[src/rtl/chardev_pkg.sv]
package chardev_pkg;
    localparam int WORD_W   = 16;
    localparam int PRIO_W   = 3;
    localparam int FLAG_BIT = 15;
    localparam int IE_BIT   = 14;

    typedef enum logic [1:0] {
        SEL_STAT = 2'd0,
        SEL_DATA = 2'd1,
        SEL_VECT = 2'd2,
        SEL_NONE = 2'd3
    } reg_sel_e;

    typedef enum logic {
        FLAG_LOW  = 1'b0,
        FLAG_HIGH = 1'b1
    } flag_state_e;
endpackage

[src/rtl/chardev_flag_fsm.sv]
module chardev_flag_fsm
    import chardev_pkg::*;
#(
    parameter bit IS_OUTPUT = 1'b0
) (
    input  logic clk,
    input  logic rst_n,
    input  logic set_ev,
    input  logic clr_ev,
    output logic flag
);
    localparam flag_state_e RESET_ST = IS_OUTPUT ? FLAG_HIGH : FLAG_LOW;
    // Input: a new character beats a read. Output: a new write beats an accept.
    localparam bit SET_WINS = !IS_OUTPUT;

    flag_state_e state_q, state_d;

    always_ff @(posedge clk or negedge rst_n) begin
        if (!rst_n) state_q <= RESET_ST;
        else        state_q <= state_d;
    end

    always_comb begin
        state_d = state_q;
        unique case (state_q)
            FLAG_LOW:  if (set_ev && (SET_WINS || !clr_ev)) state_d = FLAG_HIGH;
            FLAG_HIGH: if (clr_ev && (!SET_WINS || !set_ev)) state_d = FLAG_LOW;
            default:   state_d = RESET_ST;
        endcase
    end

    always_comb flag = (state_q == FLAG_HIGH);

    // the flag only rises after a device strobe
    p_rise_has_strobe_r9: assert property (@(posedge clk) disable iff (!rst_n)
        $rose(flag) |-> $past(set_ev));
    // the flag only falls after the bus access that consumes it
    p_fall_has_access_r6: assert property (@(posedge clk) disable iff (!rst_n)
        $fell(flag) |-> $past(clr_ev));

    generate
        if (IS_OUTPUT) begin : g_out_chk
            // a fresh write in the same cycle as an accept keeps the flag low
            p_write_wins_r9: assert property (@(posedge clk) disable iff (!rst_n)
                (set_ev && clr_ev) |=> !flag);
        end else begin : g_in_chk
            // a fresh character in the same cycle as a read keeps the flag high
            p_char_wins_r6: assert property (@(posedge clk) disable iff (!rst_n)
                (set_ev && clr_ev) |=> flag);
        end
    endgenerate
endmodule

[src/rtl/chardev_regs.sv]
module chardev_regs
    import chardev_pkg::*;
#(
    parameter int                 CHAR_W     = 8,
    parameter logic [PRIO_W-1:0]  PRIO_RESET = 3'd4,
    parameter logic [WORD_W-1:0]  VEC_RESET  = 16'h0180
) (
    input  logic              clk,
    input  logic              rst_n,
    input  logic              ctl_wr,
    input  logic              vec_wr,
    input  logic              data_ld,
    input  logic [WORD_W-1:0] wdata,
    input  logic [CHAR_W-1:0] data_src,
    output logic              ie,
    output logic [PRIO_W-1:0] prio,
    output logic [WORD_W-1:0] vector,
    output logic [CHAR_W-1:0] data_q
);
    always_ff @(posedge clk or negedge rst_n) begin
        if (!rst_n) begin
            ie   <= 1'b0;
            prio <= PRIO_RESET;
        end else if (ctl_wr) begin
            ie   <= wdata[IE_BIT];
            prio <= wdata[PRIO_W-1:0];
        end
    end

    always_ff @(posedge clk or negedge rst_n) begin
        if (!rst_n)      vector <= VEC_RESET;
        else if (vec_wr) vector <= wdata;
    end

    always_ff @(posedge clk or negedge rst_n) begin
        if (!rst_n)       data_q <= '0;
        else if (data_ld) data_q <= data_src;
    end

    // the data word moves only on its own load event
    p_data_hold_r7: assert property (@(posedge clk) disable iff (!rst_n)
        !data_ld |=> $stable(data_q));
    // the vector word moves only on a vector write
    p_vector_hold_r3: assert property (@(posedge clk) disable iff (!rst_n)
        !vec_wr |=> $stable(vector));
endmodule

[src/rtl/chardev_port.sv]
module chardev_port
    import chardev_pkg::*;
#(
    parameter bit           IS_OUTPUT  = 1'b0,
    parameter int           CHAR_W     = 8,
    parameter logic [2:0]   PRIO_RESET = 3'd4,
    parameter logic [15:0]  VEC_RESET  = 16'h0180
) (
    input  logic              clk,
    input  logic              rst_n,
    input  logic [1:0]        bus_addr,
    input  logic              bus_rd,
    input  logic              bus_wr,
    input  logic [15:0]       bus_wdata,
    output logic [15:0]       bus_rdata,
    input  logic              dev_strobe,
    input  logic [CHAR_W-1:0] dev_char_in,
    output logic [CHAR_W-1:0] dev_char_out,
    output logic              dev_pending,
    output logic              irq_req,
    output logic [2:0]        irq_level,
    output logic [15:0]       irq_vector
);
    localparam int PAD_W  = WORD_W - CHAR_W;
    localparam int GAP_W  = IE_BIT - PRIO_W;

    reg_sel_e    sel;
    logic        wr_stat, wr_data, wr_vect, rd_data;
    logic        flag_clr, data_ld, flag, ie;
    logic [PRIO_W-1:0] prio;
    logic [WORD_W-1:0] vector;
    logic [CHAR_W-1:0] data_q, data_src;

    always_comb begin
        sel     = reg_sel_e'(bus_addr);
        wr_stat = bus_wr && (sel == SEL_STAT);
        wr_data = bus_wr && (sel == SEL_DATA);
        wr_vect = bus_wr && (sel == SEL_VECT);
        rd_data = bus_rd && (sel == SEL_DATA);
    end

    // Variant selection: who fills the data word and who consumes the flag.
    always_comb begin
        flag_clr = IS_OUTPUT ? wr_data : rd_data;
        data_ld  = IS_OUTPUT ? wr_data : dev_strobe;
        data_src = IS_OUTPUT ? bus_wdata[CHAR_W-1:0] : dev_char_in;
    end

    chardev_flag_fsm #(
        .IS_OUTPUT (IS_OUTPUT)
    ) u_flag (
        .clk    (clk),
        .rst_n  (rst_n),
        .set_ev (dev_strobe),
        .clr_ev (flag_clr),
        .flag   (flag)
    );

    chardev_regs #(
        .CHAR_W     (CHAR_W),
        .PRIO_RESET (PRIO_RESET),
        .VEC_RESET  (VEC_RESET)
    ) u_regs (
        .clk      (clk),
        .rst_n    (rst_n),
        .ctl_wr   (wr_stat),
        .vec_wr   (wr_vect),
        .data_ld  (data_ld),
        .wdata    (bus_wdata),
        .data_src (data_src),
        .ie       (ie),
        .prio     (prio),
        .vector   (vector),
        .data_q   (data_q)
    );

    always_comb begin
        unique case (sel)
            SEL_STAT: bus_rdata = {flag, ie, {GAP_W{1'b0}}, prio};
            SEL_DATA: bus_rdata = {{PAD_W{1'b0}}, data_q};
            SEL_VECT: bus_rdata = vector;
            SEL_NONE: bus_rdata = '0;
            default:  bus_rdata = '0;
        endcase
    end

    always_comb begin
        irq_req      = flag && ie;
        irq_level    = prio;
        irq_vector   = vector;
        dev_char_out = data_q;
        dev_pending  = IS_OUTPUT ? !flag : flag;
    end

    // clearing the enable silences the request on the next cycle
    p_ie_off_quiet_r4: assert property (@(posedge clk) disable iff (!rst_n)
        (wr_stat && !bus_wdata[IE_BIT]) |=> !irq_req);
    // a status write sets the level seen by the interrupt controller
    p_level_loaded_r2: assert property (@(posedge clk) disable iff (!rst_n)
        wr_stat |=> (irq_level == $past(bus_wdata[PRIO_W-1:0])));
    // a status write alone never moves the flag
    p_flag_untouched_r2: assert property (@(posedge clk) disable iff (!rst_n)
        (wr_stat && !dev_strobe) |=> $stable(bus_rdata[FLAG_BIT]) || (sel != SEL_STAT));
endmodule

[config.mk]
export PLATFORM = sky130hd
export DESIGN_NAME = chardev_port
export DESIGN_NICKNAME = d
export VERILOG_FILES = /design/src/rtl/chardev_pkg.sv /design/src/rtl/chardev_flag_fsm.sv /design/src/rtl/chardev_regs.sv /design/src/rtl/chardev_port.sv
export SDC_FILE = /design/constraint.sdc
export NUM_CORES = 1
export LEC_CHECK = 0
export BUFFER_PORTS_ARGS = -buffer_cell sky130_fd_sc_hd__buf_2
export CAP_MARGIN = 0
export CORE_ASPECT_RATIO = 0.75
export CORE_UTILIZATION = 49
export CTS_BUF_LIST = sky130_fd_sc_hd__clkbuf_4
export CTS_CLUSTER_SIZE = 40
export DETAILED_ROUTE_END_ITERATION = 10
export PLACE_DENSITY = 0.93
export SYNTH_ARGS = -nofsm -noshare
export SYNTH_HDL_FRONTEND = slang
export SYNTH_SLANG_ARGS = --single-unit
[constraint.sdc]
create_clock -name clk -period 2.9 [get_ports clk]
set_clock_uncertainty 0.1 [all_clocks]
set_input_delay 0.29 -clock clk [delete_from_list [all_inputs] [get_ports clk]]
set_output_delay 0.29 -clock clk [all_outputs]
set_load 0.02 [all_outputs]
==> impl_metrics.tcl <==
set metrics [dict create \
    first_iter_violations 45 \
    slowest_stage "and2b_1" \
    ys_async_sr_fraction 1.00 \
    path_cells "buf_2 -> and2b_1 -> a22o_1 -> buf_2" \
    antenna_cells 0 \
    multiInputGateArea_sq_um 586 \
    grt_usage 0.198 \
    die_area_sq_um 2980 \
    critPathArrivalTime_ns 1.34 \
    wirelength_um 2970 \
    die_w_um 62.7 \
    synth.net_count 121 \
    core_sq_um 2620 \
    pre_cts_slack_ns 1.18 \
    synthTopCellsByArea "dfrtp_1, mux2_2, mux2_4" \
    port_buffers 75 \
    tns_ns 0 \
    dp_hpwl_um 2260 \
    grt_overflow 0 \
    antenna_found_initial 0 \
    seq_area_sq_um 729 \
    grt_pass1_wl_um 4220 \
    min_path_type "in2reg" \
    synthDistinctLibCells 18 \
    finalWeightedCongestion 0.669 \
    cts_tree "done" \
    r2r_slack_ns 2.00 \
    drive_gt1_frac 0.679 \
    whs_path_depth 2 \
    timing.hold.ws_ns 0.0935 \
    setup_viol 0 \
    slew_violations 0 \
    grt_pass1_vias 894 \
    maxCapViolCount 0 \
    p_total_mw 1.11 \
    finalHoldViolations 0 \
    rsz0062_at_grt "no" \
    synth_top_cell_by_area "dfrtp_1" \
    syn-cell-area_sq_um 1360 \
    grt_max_degree 30 \
    start_kind "input pin" \
    crit_top_cell "buf_2" \
    ant_nets 0 \
    nFillCells 201 \
    path_class "in2out" \
    yosys_warnings 0 \
    syn_to_final_growth_pct 32.4 \
    clkSinkCount 29 \
    ctsRootBufferMaster "clkbuf_4" \
    timing.rr.start "u_regs.vector[0]" \
    clk-insertion-delay-late_ns 0.32 \
    row_count 16 \
    min_from "bus_wdata[15]" \
    chipHeight_um 47.5 \
    whs_endpoint "u_regs.vector[15]" \
    period_needed_ns 1.73 \
    period_share 0.597 \
    synth_top_area_share 0.480 \
    initial_core_util 0.517 \
    synth-main-ff-cell "dfrtp_1" \
    synth_seq_area_share 0.538 \
    r2r_cells 1 \
    netlist_instances 90 \
    synth_edf_count 0 \
    leakagePower_nw 0.954 \
    place_inst 196 \
    avgRoutedWirePerCell_um 14.5 \
    first_pass_iters 4 \
    final_cells 204 \
    finalNetCount 199 \
    timing.rr.end "u_regs.vector[0]" \
    path_max_fanout 14 \
    cpPeakStageDelay_ns 0.45 \
    vdd_drop_max_uv 312 \
    viasPerCell 4.92 \
    timing.fmax_mhz 578 \
    crit_path_end_kind "output port" \
    path_clk_slew_ns 0.08 \
    cts_inserted_buffers 5 \
    final.setup.worst_slack_ns 1.17 \
    syn_area_per_cell_sq_um 15.1 \
    h-tree-depth 2 \
    pin_count 76 \
    vias 1004 \
    drcViolationCount 0 \
    maxSlewHeadroom 0.589 \
    synth.ff_latch_count 29 \
    outcome "completed" \
    critPathRequiredTime_ns 2.51 \
    power_density_nw_per_um2 619 \
    max_slew.worst_pin.slew_ns 0.616 \
    cts_buffer_depth 2 \
    postCtsSetupBuffers 0 \
]
-- per-stage QoR --
stage | instance area [sq um] | utilization
after floorplan | 1360 | -
after global placement | 1740 | 0.662
after detailed placement | 1740 | 0.662
after CTS | 1790 | 0.684
after global routing | 1790 | 0.684
final | 1790 | 0.684
-- flip-flops by register name, summed over array words and instances, names as in the netlist --
name,flops
u_regs.ie,1
u_regs.prio,3
u_flag.flag,1
u_regs.data_q,8
u_regs.vector,16
-- cells by family after synthesis --
group,Yosys count,synth area share
and+or+nand+nor,14,0.0776
buffers and inverters,5,0.0295
AOI/OAI and AO/OA,9,0.0573
DFF,29,0.538
muxes,33,0.297
-- area by class of cell --
type	count	area share
Clock inverter	1	0.00209
Tap cell	36	0.0251
Multi-Input combinational cell	56	0.326
Clock buffer	6	0.0251
Sequential cell	29	0.407
Timing Repair Buffer	76	0.215
-- layer usage --
layer	global-route usage	wire (um)	share of wire	up-vias
li1	-	-	-	477
met1	0.230	1300	0.44	479
met2	0.341	1460	0.49	45
met3	0.0714	188	0.063	3
met4	0.0977	21	0.0071	0
met5	0	0	0	-
-- worst max path at each step --
stage	from	endpoint	slack, ns
detailed placement	bus_addr[1]	bus_rdata[3]	1.18
finish	bus_addr[1]	bus_rdata[3]	1.17
global route	bus_addr[1]	bus_rdata[4]	1.09
floorplan	bus_addr[1]	bus_rdata[5]	1.41
global placement	bus_addr[0]	bus_rdata[1]	1.23
CTS	bus_addr[1]	bus_rdata[3]	1.18
-- cells in the mapped netlist, drive strengths merged (2+ instances only) --
master / n
a22o: 5
and2: 7
buf: 5
dfrtp: 26
dfstp: 3
mux2: 28
mux2i: 5
nand3b: 2
nor2: 2
o2bb2ai: 3
-- worst max-delay path: cells and delay by family --
family | cells | cell delay (ns)
buffers and inverters | 2 | 0.38
and+or+nand+nor | 1 | 0.45
AOI/OAI and AO/OA | 1 | 0.22
-- what timing repair did --
action / 4_1_cts / 5_1_grt
hold buffers: 1 / 0
gates resized for setup: 0 / 0
endpoints found under the hold margin: 26 / 0
-- placed cells by master, fill, tap and decap left out --
cell           Yosys  layout
nor2_1             2       2
a22o_1             5       5
clkbuf_4           0       6
nand3b_1           1       1
clkinv_1           0       1
and2b_1            1       1
a21o_1             1       1
dfrtp_1           26      26
nor2b_1            1       1
nor3b_2            1       1
mux2_2            18      18
o2bb2ai_1          3       3
dlygate4sd3_1      0       1
mux2i_1            5       5
dfstp_2            3       3
mux2_4            10      10
nand3b_4           1       1
and2_1             7       7
buf_2              2      75
-- report_power, final --
part | internal, mW | leakage (nW) | switching (mW) | total, mW
logic | 0.162 | 0.589 | 0.200 | 0.361
registers | 0.475 | 0.336 | 0.0504 | 0.526
clock network | 0.0970 | 0.0292 | 0.127 | 0.224
total | 0.734 | 0.954 | 0.377 | 1.11
(Power assumes the default switching activity.)
